`src/rtl/irq_cif_pkg.sv`:
```
package irq_cif_pkg;
  typedef enum logic [2:0] {
    REG_MASK    = 3'd0,
    REG_SPLIT   = 3'd1,
    REG_CLAIM   = 3'd2,
    REG_DONE    = 3'd3,
    REG_RUNNING = 3'd4,
    REG_PEEK    = 3'd5,
    REG_SPUR    = 3'd6
  } reg_sel_e;

  localparam int unsigned SPUR_ID_VAL = 1023;
endpackage

```
`src/rtl/irq_prio_stack.sv`:
```
module irq_prio_stack #(
  parameter int unsigned W     = 4,
  parameter int unsigned DEPTH = 16,
  localparam int unsigned CNT_W = $clog2(DEPTH + 1)
) (
  input  logic         clk_i,
  input  logic         rst_ni,
  input  logic         push_i,
  input  logic         pop_i,
  input  logic [W-1:0] push_val_i,
  output logic [W-1:0] top_o,
  output logic         empty_o,
  output logic         full_o
);
  logic [CNT_W-1:0] cnt_q;
  logic [W-1:0]     ent_q [DEPTH];

  always_ff @(posedge clk_i or negedge rst_ni) begin
    if (!rst_ni)                cnt_q <= '0;
    else if (push_i && !full_o) cnt_q <= cnt_q + 1'b1;
    else if (pop_i && !empty_o) cnt_q <= cnt_q - 1'b1;
  end

  for (genvar k = 0; k < DEPTH; k++) begin : g_ent
    always_ff @(posedge clk_i or negedge rst_ni) begin
      if (!rst_ni) ent_q[k] <= '0;
      else if (push_i && cnt_q == CNT_W'(k)) ent_q[k] <= push_val_i;
    end
  end

  always_comb begin
    top_o = '0;
    for (int k = 0; k < DEPTH; k++)
      if (cnt_q == CNT_W'(k + 1)) top_o = ent_q[k];
  end

  assign empty_o = (cnt_q == '0);
  assign full_o  = (cnt_q == CNT_W'(DEPTH));
endmodule

```
`src/rtl/irq_preempt_check.sv`:
```
module irq_preempt_check #(
  parameter int unsigned PRIO_W = 8,
  parameter int unsigned IMPL_W = 4,
  parameter int unsigned BP_W   = 3,
  localparam int unsigned DROP_W = PRIO_W - IMPL_W
) (
  input  logic              pend_valid_i,
  input  logic [IMPL_W-1:0] pend_i,
  input  logic [IMPL_W-1:0] mask_i,
  input  logic [BP_W-1:0]   split_i,
  input  logic [IMPL_W-1:0] run_i,
  input  logic              idle_i,
  output logic              qualify_o
);
  logic [IMPL_W-1:0] gmask;

  // implemented bit j sits at full-width position j+DROP_W; group keeps positions > split
  for (genvar j = 0; j < IMPL_W; j++) begin : g_gmask
    assign gmask[j] = (32'(split_i) + 32'd1) <= 32'(j + DROP_W);
  end

  logic below_mask, group_win;
  assign below_mask = pend_i < mask_i;
  assign group_win  = idle_i || ((pend_i & gmask) < (run_i & gmask));
  assign qualify_o  = pend_valid_i && below_mask && group_win;
endmodule

```
`src/rtl/irq_cpu_if.sv`:
```
module irq_cpu_if
  import irq_cif_pkg::*;
#(
  parameter int unsigned ID_W   = 10,
  parameter int unsigned PRIO_W = 8,
  parameter int unsigned IMPL_W = 4,
  parameter int unsigned DEPTH  = 16,
  parameter int unsigned SPUR_W = 16
) (
  input  logic              clk_i,
  input  logic              rst_ni,
  input  logic              pend_valid_i,
  input  logic [ID_W-1:0]   pend_id_i,
  input  logic [PRIO_W-1:0] pend_prio_i,
  input  logic              reg_rd_i,
  input  logic              reg_wr_i,
  input  logic [2:0]        reg_addr_i,
  input  logic [31:0]       reg_wdata_i,
  output logic [31:0]       reg_rdata_o,
  output logic              irq_o,
  output logic              ack_o,
  output logic [ID_W-1:0]   ack_id_o,
  output logic              deact_o,
  output logic [ID_W-1:0]   deact_id_o
);
  localparam int unsigned DROP_W = PRIO_W - IMPL_W;
  localparam int unsigned BP_W   = $clog2(PRIO_W);
  localparam logic [BP_W-1:0] BP_MIN  = BP_W'(DROP_W - 1);
  localparam logic [ID_W-1:0] SPUR_ID = ID_W'(SPUR_ID_VAL);

  logic [IMPL_W-1:0] mask_q;
  logic [BP_W-1:0]   split_q;
  logic [SPUR_W-1:0] spur_q;
  logic [IMPL_W-1:0] pend_hi, top_prio;
  logic              stack_empty, stack_full, qualify;
  logic              claim_rd, done_wr, push, pop;
  logic [PRIO_W-1:0] run_prio;
  logic [BP_W-1:0]   split_wr;

  assign pend_hi  = pend_prio_i[PRIO_W-1 -: IMPL_W];
  assign run_prio = stack_empty ? '1 : {top_prio, {DROP_W{1'b0}}};

  irq_preempt_check #(.PRIO_W(PRIO_W), .IMPL_W(IMPL_W), .BP_W(BP_W)) u_check (
    .pend_valid_i (pend_valid_i),
    .pend_i       (pend_hi),
    .mask_i       (mask_q),
    .split_i      (split_q),
    .run_i        (top_prio),
    .idle_i       (stack_empty),
    .qualify_o    (qualify)
  );

  assign claim_rd = reg_rd_i && (reg_addr_i == REG_CLAIM);
  assign done_wr  = reg_wr_i && (reg_addr_i == REG_DONE);
  assign push     = claim_rd && qualify;
  assign pop      = done_wr && !stack_empty;

  irq_prio_stack #(.W(IMPL_W), .DEPTH(DEPTH)) u_stack (
    .clk_i      (clk_i),
    .rst_ni     (rst_ni),
    .push_i     (push),
    .pop_i      (pop),
    .push_val_i (pend_hi),
    .top_o      (top_prio),
    .empty_o    (stack_empty),
    .full_o     (stack_full)
  );

  assign split_wr = reg_wdata_i[BP_W-1:0];

  always_ff @(posedge clk_i or negedge rst_ni) begin
    if (!rst_ni) begin
      mask_q  <= '0;
      split_q <= BP_MIN;
      spur_q  <= '0;
    end else begin
      if (reg_wr_i && reg_addr_i == REG_MASK)  mask_q  <= reg_wdata_i[PRIO_W-1 -: IMPL_W];
      if (reg_wr_i && reg_addr_i == REG_SPLIT) split_q <= (split_wr < BP_MIN) ? BP_MIN : split_wr;
      if (claim_rd && !qualify)                spur_q  <= spur_q + 1'b1;
    end
  end

  assign irq_o      = qualify;
  assign ack_o      = push;
  assign ack_id_o   = pend_id_i;
  assign deact_o    = pop;
  assign deact_id_o = reg_wdata_i[ID_W-1:0];

  always_comb begin
    reg_rdata_o = '0;
    if (reg_rd_i) begin
      unique case (reg_addr_i)
        REG_MASK:    reg_rdata_o = 32'({mask_q, {DROP_W{1'b0}}});
        REG_SPLIT:   reg_rdata_o = 32'(split_q);
        REG_CLAIM:   reg_rdata_o = 32'(qualify ? pend_id_i : SPUR_ID);
        REG_RUNNING: reg_rdata_o = 32'(run_prio);
        REG_PEEK:    reg_rdata_o = 32'(pend_valid_i ? pend_id_i : SPUR_ID);
        REG_SPUR:    reg_rdata_o = 32'(spur_q);
        default:     reg_rdata_o = '0;
      endcase
    end
  end
endmodule

```
`config.mk`:
```
export PLATFORM = sky130hd
export DESIGN_NAME = irq_cpu_if
export DESIGN_NICKNAME = d
export VERILOG_FILES = /design/src/rtl/irq_cif_pkg.sv /design/src/rtl/irq_prio_stack.sv /design/src/rtl/irq_preempt_check.sv /design/src/rtl/irq_cpu_if.sv
export SDC_FILE = /design/constraint.sdc
export NUM_CORES = 1
export LEC_CHECK = 0
export ABC_AREA = 1
export BUFFER_PORTS_ARGS = -buffer_cell sky130_fd_sc_hd__buf_2
export CAP_MARGIN = 20
export CORE_MARGIN = 2
export CORE_UTILIZATION = 62
export CTS_BUF_LIST = sky130_fd_sc_hd__clkbuf_8
export CTS_CLUSTER_DIAMETER = 100
export CTS_CLUSTER_SIZE = 20
export DETAILED_ROUTE_END_ITERATION = 16
export PLACE_DENSITY = 0.88
export SETUP_SLACK_MARGIN = 0.2
export SLEW_MARGIN = 20
export SYNTH_ARGS = -nofsm -noshare
export SYNTH_HDL_FRONTEND = slang
export SYNTH_SLANG_ARGS = --single-unit
```
`constraint.sdc`:
```
create_clock -name clk_i -period 9 [get_ports clk_i]
set_input_delay 0.45 -clock clk_i [delete_from_list [all_inputs] [get_ports clk_i]]
set_output_delay 0.45 -clock clk_i [all_outputs]
set_load 0.02 [all_outputs]
```
## Word level (Yosys, flattened, before mapping)

Index checks and enable logic that the tools add are counted.

| word-level totals | value |
|---|---|
| word-level logic and storage cells | 113 |
| input bits | 58 |
| output and inout port bits | 55 |
| flip-flop bits (word level) | 92 |

| cells by class | value |
|---|---|
| $lt $le $gt $ge | 7 |
| eq/ne operators | 22 |
| bitwise gates (word level) | 2 |
| muxes and demuxes | 24 |
| $add $sub $neg | 4 |
| reductions and logical operators | 34 |

Operator list:

| kind | number |
|---|---|
| 32-bit by 3-bit <= comparator with 1-bit output (second input constant) | 3 |
| 16-bit case mux with 6 select lines | 1 |
| 4-bit two-way mux | 16 |
| 5-bit by 4-bit == test with 1-bit output (second input constant) | 8 |
| 1-bit logical AND | 27 |
| 5-bit by 3-bit == test with 1-bit output (second input constant) | 4 |
| 10-bit two-way mux | 2 |
| 16-bit by 1-bit adder with 16-bit output (second input constant) | 1 |
| 16-bit two-way mux | 1 |
| 5-bit by 2-bit == test with 1-bit output (second input constant) | 2 |
| 5-bit two-way mux | 2 |
| 3-bit == test (second input constant) | 3 |
| 4-bit bitwise AND | 2 |
| 4-bit less-than comparator | 2 |
| 8-bit two-way mux | 1 |
| 3-bit by 2-bit == test with 1-bit output (second input constant) | 2 |
| 5-bit by 1-bit adder with 5-bit output (second input constant) | 1 |
| 5-bit by 1-bit == test with 1-bit output (second input constant) | 1 |
| 5-bit == test (second input constant) | 1 |
| 5-bit logical NOT | 1 |
| 5-bit by 1-bit subtractor with 5-bit output (second input constant) | 1 |
| 3-bit by 1-bit adder with 4-bit output (second input constant) | 1 |
| 4-bit by 3-bit <= comparator with 1-bit output (second input constant) | 1 |
| 3-bit by 1-bit == test with 1-bit output (second input constant) | 1 |
| 6 further kinds | 8 |

## Depth between registers and ports, before layout

Gate-level depths: netlist of the first run.

| logic depth | value |
|---|---|
| word-level depth | 24 |
| depth in mapped cells | 34 |
| mapped depth without buffers | 34 |

## By module

From an unflattened synthesis of the first run, not the netlist that was laid out.

| unflattened totals | value |
|---|---|
| cell total of the unflattened synthesis | 809 |
| area, all modules | 5829.3 µm² |

Modules (own cells, without submodules):

| module | cells an instance | times used | area each (µm²) | seq. area each (µm²) |
|---|---|---|---|---|
| irq_prio_stack | 469 | 1 | 3595.9 | 1726.7 |
| irq_cpu_if | 292 | 1 | 1936.9 | 578.1 |
| irq_preempt_check | 48 | 1 | 296.5 | 0.0 |

## Worst setup path before layout of the first run

No wires, ideal clock.

| timing | value |
|---|---|
| path kind | register to output |
| start | register u_stack.cnt_q[0] |
| end | output port ack_o |
| cell stages (with the launch flop) | 27 |
| required time | 8.550 ns |
| path buffers | 1 |
| arrival | 3.435 ns |
| setup slack | 5.115 ns |
| path through | dfrtp_1 > inv_1 > ha_1 > nand2_1 > nor2_1 > nand2_1 > nand3_1 > o21ai_0 > nand3_1 > o211ai_1 > nand3_1 > o21ai_0 > a21oi_1 > o21bai_1 > nand3b_1 > nand2_1 > nand2_1 > nand2_1 > nand2_1 > nand3_1 > ha_1 > a21oi_1 > nand2_2 > nand2_2 > nand2_2 > buf_2 > nor3_1 |

| on the way | value |
|---|---|
| longest elaborated chain between the ends | 22 |

Ends and longest elaborated chain:

| what | line | RTL |
|---|---|---|
| from (decl) | irq_prio_stack.sv:15 | `logic [CNT_W-1:0] cnt_q;` |
| from (signal assigned) | irq_prio_stack.sv:20 | `else if (push_i && !full_o) cnt_q <= cnt_q + 1'b1;` |
| from (signal assigned) | irq_prio_stack.sv:21 | `else if (pop_i && !empty_o) cnt_q <= cnt_q - 1'b1;` |
| 5-bit by 1-bit == test with 1-bit output | irq_prio_stack.sv:34 | `if (cnt_q == CNT_W'(k + 1)) top_o = ent_q[k];` |
| 4-bit two-way mux (16 in series) | irq_prio_stack.sv:34 |  |
| 4-bit bitwise AND | irq_preempt_check.sv:24 | `assign group_win = idle_i \|\| ((pend_i & gmask) < (run_i & gmask));` |
| 4-bit less-than comparator | irq_preempt_check.sv:24 |  |
| 1-bit logical OR * | irq_preempt_check.sv:24 |  |
| 1-bit logical AND * | irq_preempt_check.sv:25 | `assign qualify_o = pend_valid_i && below_mask && group_win;` |
| 1-bit logical AND * | irq_cpu_if.sv:55 | `assign push = claim_rd && qualify;` |
| to (decl) | irq_cpu_if.sv:21 | `output logic ack_o,` |

Every way passes the cells marked *; elsewhere a longest branch is shown, timed or not.

## Worst setup path after layout of the first run

| timing | value |
|---|---|
| start | register u_stack.cnt_q[0] |
| end | output port irq_o |

| on the way | value |
|---|---|
| longest elaborated chain between the ends | 21 |

Ends and longest elaborated chain:

| what | line | RTL |
|---|---|---|
| 5-bit by 1-bit == test with 1-bit output | irq_prio_stack.sv:34 |  |
| 4-bit two-way mux (16 in series) | irq_prio_stack.sv:34 |  |
| 4-bit bitwise AND | irq_preempt_check.sv:24 |  |
| 4-bit less-than comparator | irq_preempt_check.sv:24 |  |
| 1-bit logical OR * | irq_preempt_check.sv:24 |  |
| 1-bit logical AND * | irq_preempt_check.sv:25 |  |
| to (decl) | irq_cpu_if.sv:20 | `output logic irq_o,` |

Marked as above.

==> out/qor.tcl, run 1 <==
set qor(detail-route-antenna-nets) 0
set qor(h-tree-depth) 3
set qor(setup_ws_final_ps) 4032
set qor(vias) 5292
set qor(power-per-cell-area_mw_per_mm2) 219.4
set qor(setup_tns_ps) 0
set qor(num-nets-final) 892
set qor(netlist_instances) 778
set qor(cts_repair_resize_count) 0
set qor(synthFlopType) {dfrtp_1}
set qor(first_iter_violations) 311
set qor(grt_use_met3) 0.05472
set qor(grt_antenna_before_repair) 0
set qor(slew_headroom) 0.4392
set qor(clockBufferDepth) 2
set qor(sequential_area_share_after_synthesis) 0.3844
set qor(io_pins) 113
set qor(first_global_vias) 5097
set qor(fin_util) 0.6841
set qor(critPathArrivalTime_ps) 4520
set qor(post_cts_hold_buffer_count) 0
set qor(clock_latency_ps) 360
set qor(peak_per_stage_delay_on_the_critical_path_ps) 450
set qor(cts.repair_timing.setup_buffer_count) 0
set qor(power_leakage_nw) 3.133
set qor(antenna_cells_inserted) 0
set qor(critical-path-top-cell-by-count) {nand2_1}
set qor(tritoncts) {yes}
set qor(period_minus_slack_ps) 4968
set qor(r2r_end) {u_stack.ent_q[15]$_DFFE_PN0P_}
set qor(syn-cell-area_mm2) 0.005996
set qor(final-setup-viol-count) 0
set qor(max-vdd-ir-drop_uv) 116.4
set qor(drc_violations) 0
set qor(dp.final_hpwl_mm) 9.914
set qor(worstSetupEndpointType) {primary output}
set qor(cts-root-buf) {clkbuf_8}
set qor(cts_made_buffers) 9
set qor(final_layout_size_suffix_gt1_frac) 0.1703
set qor(cts.sink_count) 92
set qor(worst_path_max_delay_cell) {dfrtp_1}
set qor(first_pass_grt_wire_length_mm) 23.16
set qor(initial_core_utilization) 0.6428
set qor(rsz0062_at_grt) {false}
set qor(layout.cells.most_common_list) {nand2_1, dfrtp_1, o21ai_1, inv_1, buf_2}
set qor(via_per_inst) 5.565
set qor(share_of_synthesized_flip_flops_with_an_asynchronous_set_or_reset) 1.000
set qor(grtUsageTotal) 0.2794
set qor(netlist-cell-type-count) 47
set qor(design.core.area_mm2) 0.009328
set qor(placement.setup.worst_slack_ps) 4440
set qor(min_period_over_period) 0.5520
set qor(number_of_flops_mapped_to_enable_cells_by_yosys) 0
set qor(max_cap_viol_count) 0
set qor(worstSetupStartpoint) {u_stack.cnt_q[0]$_DFFE_PN0P_}
set qor(timing_worst_setup_path_type) {flip-flop to primary output}
set qor(globalplace.congestion) 0.9000
set qor(transition_time_of_the_tightest_slew_check_pin_ps) 841.2
set qor(synth.ff_latch_count) 92
set qor(regToRegSetupSlack_ps) 4580
set qor(max_clk_rate_mhz) 201.3
set qor(syn_avg_cell_area_um2) 7.707
set qor(timing.critical_path.required_ps) 8550
set qor(grt-busiest-layer) {met2}
set qor(fp.dieArea_mm2) 0.01047
set qor(critPathLaunchType) {flip-flop}
set qor(grt_use_met1) 0.3467
set qor(outcome) {complete, no violations}
set qor(grt_max_degree) 93
set qor(worst_clock_skew_ps) 15.30
set qor(layout-area-overhead-vs-synth_pct) 6.427
set qor(critical_path.endpoint) {irq_o}
set qor(reg2reg_path_depth) 27
set qor(regToRegStartpoint) {u_stack.cnt_q[0]$_DFFE_PN0P_}
set qor(crit_path_max_fanout) 20
set qor(min_path_type) {primary input to async pin}
set qor(dieWidth_um) 102.3
set qor(clk_pin_slew_worst_paths_ps) 90
set qor(grt_total_ovfl) 0
set qor(chip_height_um) 102.3
set qor(port_buffers) 64
set qor(gr-usage-met2) 0.4818
set qor(hold_viol) 0
set qor(wl_per_cell_um) 14.32
set qor(yosys_warnings) 0
set qor(final_common_cell) {nand2_1}
set qor(core.rowCount) 35
set qor(firstDrtPassIters) 4
set qor(timing_max_transition_violations_final) 0
set qor(final_wirelength_mm) 13.62
[cell families (layout without fill, tap and decap cells)]
group                    Yosys count  in the layout  synth area share
multiplexers                       1              1          0.001878
XOR/XNOR                          18             18           0.02629
flip-flops                        92             92            0.3844
buffers and inverters            137            166            0.1187
adder cells (fa/ha/maj)           16             16           0.03339
AND/OR/NAND/NOR                  363            363            0.3003
AO/OA/AOI/OAI                    150            150            0.1344
other                              1             16         0.0006254
[worst min-delay path by stage]
stage	endpoint	startpoint	cells after the start	slack [ps]
6_report	u_stack.ent_q[42]$_DFFE_PN0P_	rst_ni	1	120
5_1_grt	u_stack.ent_q[38]$_DFFE_PN0P_	rst_ni	1	210
4_1_cts	split_q[0]$_DFFE_PN1P_	reg_wdata_i[0]	3	330
3_5_place_dp	u_stack.ent_q[36]$_DFFE_PN0P_	u_stack.ent_q[36]$_DFFE_PN0P_	2	470
3_3_place_gp	u_stack.ent_q[36]$_DFFE_PN0P_	u_stack.ent_q[36]$_DFFE_PN0P_	2	470
2_1_floorplan	mask_q[0]$_DFFE_PN0P_	rst_ni	0	150
[synthesized netlist by cell type (4+ instances only)]
library cell	number	area (um^2)
clkbuf_1	8	30.03
o21ai_1	73	365.4
or2_2	6	37.54
xor2_1	14	122.6
dfrtp_1	90	2252
nand2_1	207	777.0
buf_4	36	270.3
o22ai_1	5	31.28
buf_2	4	20.02
nand3_4	14	245.2
nor2_1	57	214.0
buf_6	4	45.04
nand3_1	37	185.2
nor3_1	7	35.03
a21oi_1	29	145.1
inv_2	9	33.78
o211ai_1	4	30.03
inv_1	71	266.5
nand2_2	7	43.79
o21ai_0	28	140.1
a211oi_1	5	37.54
nand4_1	9	56.30
ha_1	16	200.2
xnor2_1	4	35.03
[where the power goes]
| group | total, W | internal [W] | leakage, nW | switching [W] |
|---|---|---|---|---|
| Sequential | 0.000547 | 0.000475 | 1.24 | 0.0000719 |
| Combinational | 0.000575 | 0.000187 | 1.80 | 0.000388 |
| Clock | 0.000278 | 0.000133 | 0.0956 | 0.000145 |
[flip-flops by register name (all words and copies together), names as in the netlist]
signal	cells
u_stack.ent_q	64
spur_q	16
u_stack.cnt_q	5
mask_q	4
split_q	3
[metal layers]
metal / vias up / wire length (um)
li1: 2567 / -
met1: 2495 / 5760
met2: 194 / 6767
met3: 36 / 742
met4: 0 / 348
met5: - / 0
[worst max-delay path, delay by kind of cell, from the launching register on]
kind / cells / cell delay [ps]
simple gates: 13 / 1460
buf+inv: 3 / 890
compound gates: 7 / 860
fa+ha+maj: 2 / 510
flops: 1 / 450
[per-stage QoR]
| stage | std cells | total power, W | hold slack, ps | instance area (um^2) |
|---|---|---|---|---|
| after global placement | 936 | 0.001100 | 466.1 | 6181 |
| after CTS | 951 | 0.001399 | 333.6 | 6372 |
| after detailed placement | 936 | 0.001123 | 471.0 | 6181 |
| after global routing | 951 | 0.001497 | 206.8 | 6381 |
| after floorplan | 793 | 0.001012 | 154.4 | 6052 |
| final | 951 | 0.001400 | 119.4 | 6381 |
[cell type report]
type                    count  area [um^2]
clock buffers              10        137.6
multi-input cells         564         3048
clock inverters             5        53.80
inverters                  84        326.6
repair buffers             67        349.1
well taps                 129        161.4
fillers                   784         2947
flip-flops and latches     92         2305
(Power assumes the default switching activity.)
==> run 2: changes to the inputs <==
CORE_UTILIZATION = 58   (was 62)
PLACE_DENSITY = 0.83   (was 0.88)
clock period = 5.1 ns   (was 9 ns; I/O delays follow)
==> out/qor.tcl, run 2 (synthesized netlist as in run 1, its figures left out) <==
set qor(chip_height_um) 105.7 ;# was 102.3 um
set qor(timing.critical_path.required_ps) 4850 ;# was 8550 ps
set qor(fp.dieArea_mm2) 0.01117 ;# was 0.01047 mm^2
set qor(first_iter_violations) 367 ;# was 311
set qor(globalplace.congestion) 0.8951 ;# was 0.9000
set qor(period_minus_slack_ps) 4452
set qor(setup_tns_ps) 0 ;# unchanged
set qor(final-setup-viol-count) 0 ;# unchanged
set qor(reg.largest.list) {u_stack.ent_q (64), spur_q (16), u_stack.cnt_q (5)} ;# unchanged
set qor(grtUsageTotal) 0.2514 ;# was 0.2794
set qor(max-vdd-ir-drop_uv) 227.8 ;# was 116.4 uV
set qor(min_path_type) {primary input to flip-flop} ;# was primary input to async pin
set qor(flip_flop_count_of_the_largest_register_all_copies_and_words_added) 64 ;# unchanged
set qor(transition_time_of_the_tightest_slew_check_pin_ps) 961.2 ;# was 841.2 ps
set qor(vias) 5114 ;# was 5,292
set qor(critPathArrivalTime_ps) 4200 ;# was 4520 ps
set qor(num-nets-final) 894 ;# was 892
set qor(critPathLaunchType) {flip-flop} ;# unchanged
set qor(tritoncts) {yes} ;# unchanged
set qor(max_clk_rate_mhz) 224.6
set qor(final.fill_count) 910 ;# was 784
set qor(core.rowCount) 37 ;# was 35
set qor(dieWidth_um) 105.7 ;# was 102.3 um
set qor(final_area_mm2) 0.006404 ;# was 0.006381 mm^2
set qor(cts_made_buffers) 9 ;# unchanged
set qor(largest-register) {u_stack.ent_q} ;# unchanged
set qor(first_pass_grt_wire_length_mm) 22.42 ;# was 23.16 mm
set qor(antenna_cells_inserted) 0 ;# unchanged
set qor(final_wirelength_mm) 13.46 ;# was 13.62 mm
set qor(timing_max_transition_violations_final) 0 ;# unchanged
set qor(power_leakage_nw) 3.129 ;# was 3.133 nW
set qor(dp.final_hpwl_mm) 9.578 ;# was 9.914 mm
set qor(first_global_vias) 4722 ;# was 5,097
set qor(outcome) {complete, no violations} ;# unchanged
set qor(h-tree-depth) 3 ;# unchanged
set qor(detail-route-antenna-nets) 0 ;# unchanged
set qor(io_pins) 113 ;# unchanged
set qor(clock_latency_ps) 370 ;# was 360 ps
set qor(final_common_cell) {nand2_1} ;# unchanged
set qor(crit_path_max_fanout) 20 ;# unchanged
set qor(port_buffers) 64 ;# unchanged
set qor(max_cap_viol_count) 0 ;# unchanged
set qor(design.core.area_mm2) 0.01018 ;# was 0.009328 mm^2
set qor(grt_total_ovfl) 0 ;# unchanged
set qor(power-per-cell-area_mw_per_mm2) 382.0 ;# was 219.4 mW/mm^2
set qor(final_layout_size_suffix_gt1_frac) 0.1758 ;# was 0.1703
set qor(grt_antenna_before_repair) 0 ;# unchanged
set qor(clockBufferDepth) 2 ;# unchanged
set qor(worstSetupEndpointType) {primary output} ;# unchanged
set qor(hold_viol) 0 ;# unchanged
set qor(drc_violations) 0 ;# unchanged
set qor(clk_pin_slew_worst_paths_ps) 100 ;# was 90 ps
set qor(cts-root-buf) {clkbuf_8} ;# unchanged
set qor(min_period_over_period) 0.8730
set qor(layout.cells.most_common_list) {nand2_1, dfrtp_1, o21ai_1, inv_1, buf_2} ;# unchanged
set qor(rsz0062_at_grt) {false} ;# unchanged
set qor(initial_core_utilization) 0.5887 ;# was 0.6428
set qor(slew_headroom) 0.3592 ;# was 0.4392
set qor(wl_per_cell_um) 14.01 ;# was 14.32 um
set qor(fin_util) 0.6287 ;# was 0.6841
set qor(detailed_place.area_mm2) 0.006197 ;# was 0.006181 mm^2
set qor(cts.repair_timing.setup_buffer_count) 0 ;# unchanged
set qor(via_per_inst) 5.322 ;# was 5.565
set qor(layout-area-overhead-vs-synth_pct) 6.803 ;# was 6.427%
set qor(regToRegSetupSlack_ps) 1020 ;# was 4580 ps
set qor(worst_clock_skew_ps) 12.87 ;# was 15.30 ps
set qor(timing_worst_setup_path_type) {flip-flop to primary output} ;# unchanged
set qor(firstDrtPassIters) 5 ;# was 4
set qor(grt_max_degree) 77 ;# was 93
set qor(cts.sink_count) 92 ;# unchanged
run 2: critical path, stage by stage (launching register included):
cell and delay [ps]:
dfrtp_1 440, inv_1 160, ha_1 230, nand2_2 150, nor2_4 190, nand2_1 70
nand3_1 80, o21ai_0 80, nand3_1 80, o211ai_1 110, nand3_1 90, o21ai_0 110
a21oi_1 160, o21bai_1 100, nand3b_1 100, nand2_1 60, nand2_1 50, nand2_1 60
nand2_1 80, nand3_1 90, ha_1 300, a21oi_1 180, nand2_2 100, a21oi_4 120
buf_6 360, buf_2 240
run 2: worst paths after layout:
check,start,end,cells after the start
setup reg to reg,u_stack.cnt_q[0]$_DFFE_PN0P_,spur_q[8]$_DFFE_PN0P_,31
hold reg to reg,u_stack.ent_q[14]$_DFFE_PN0P_,u_stack.ent_q[14]$_DFFE_PN0P_,2
min in group asynchronous,rst_ni,u_stack.cnt_q[0]$_DFFE_PN0P_,2
hold / removal,reg_wdata_i[1],split_q[1]$_DFFE_PN1P_,3
setup / recovery,u_stack.cnt_q[0]$_DFFE_PN0P_,irq_o,25
max in group asynchronous,rst_ni,u_stack.ent_q[27]$_DFFE_PN0P_,3
run 2: power breakdown:
| part | internal, W | switching [W] |
|---|---|---|
| registers | 0.000839 | 0.000125 |
| clock network | 0.000179 | 0.000280 |
| logic | 0.000335 | 0.000689 |
run 2: stage by stage:
stage	total power [W]	hold slack [ps]	cells	setup slack (ps)
6_report	0.002446	108.1	961	647.6
5_1_grt	0.002628	100.2	961	206.6
4_1_cts	0.002436	103.5	961	312.8
3_5_place_dp	0.001980	129.2	944	746.0
3_3_place_gp	0.001957	129.4	944	777.1
2_1_floorplan	0.001787	-40.59	793	1410
run 2: repair_timing:
action / in CTS / in global routing
gates resized for setup: 0 / 4
hold buffers: 1 / 0
endpoints found under the hold margin: 16 / 0
endpoints found under the setup margin: 0 / 12
run 2: metal layers:
metal,vias up,share of wire,global-route usage,wire length (um)
met5,-,0,0,0
met4,0,0.025,0.1015,342
met3,32,0.058,0.04700,778
met2,170,0.45,0.3880,6040
met1,2348,0.47,0.3498,6299
li1,2564,-,-,-
run 2: area by class of cell:
cell class	instances	area (um^2)	area share
Multi-Input combinational cell	564	3058	0.4775
Sequential cell	92	2305	0.3599
Clock buffer	9	123.9	0.01934
Tap cell	136	170.2	0.02657
Clock inverter	7	53.80	0.008402
Timing Repair Buffer	69	366.6	0.05725
Inverter	84	326.6	0.05100
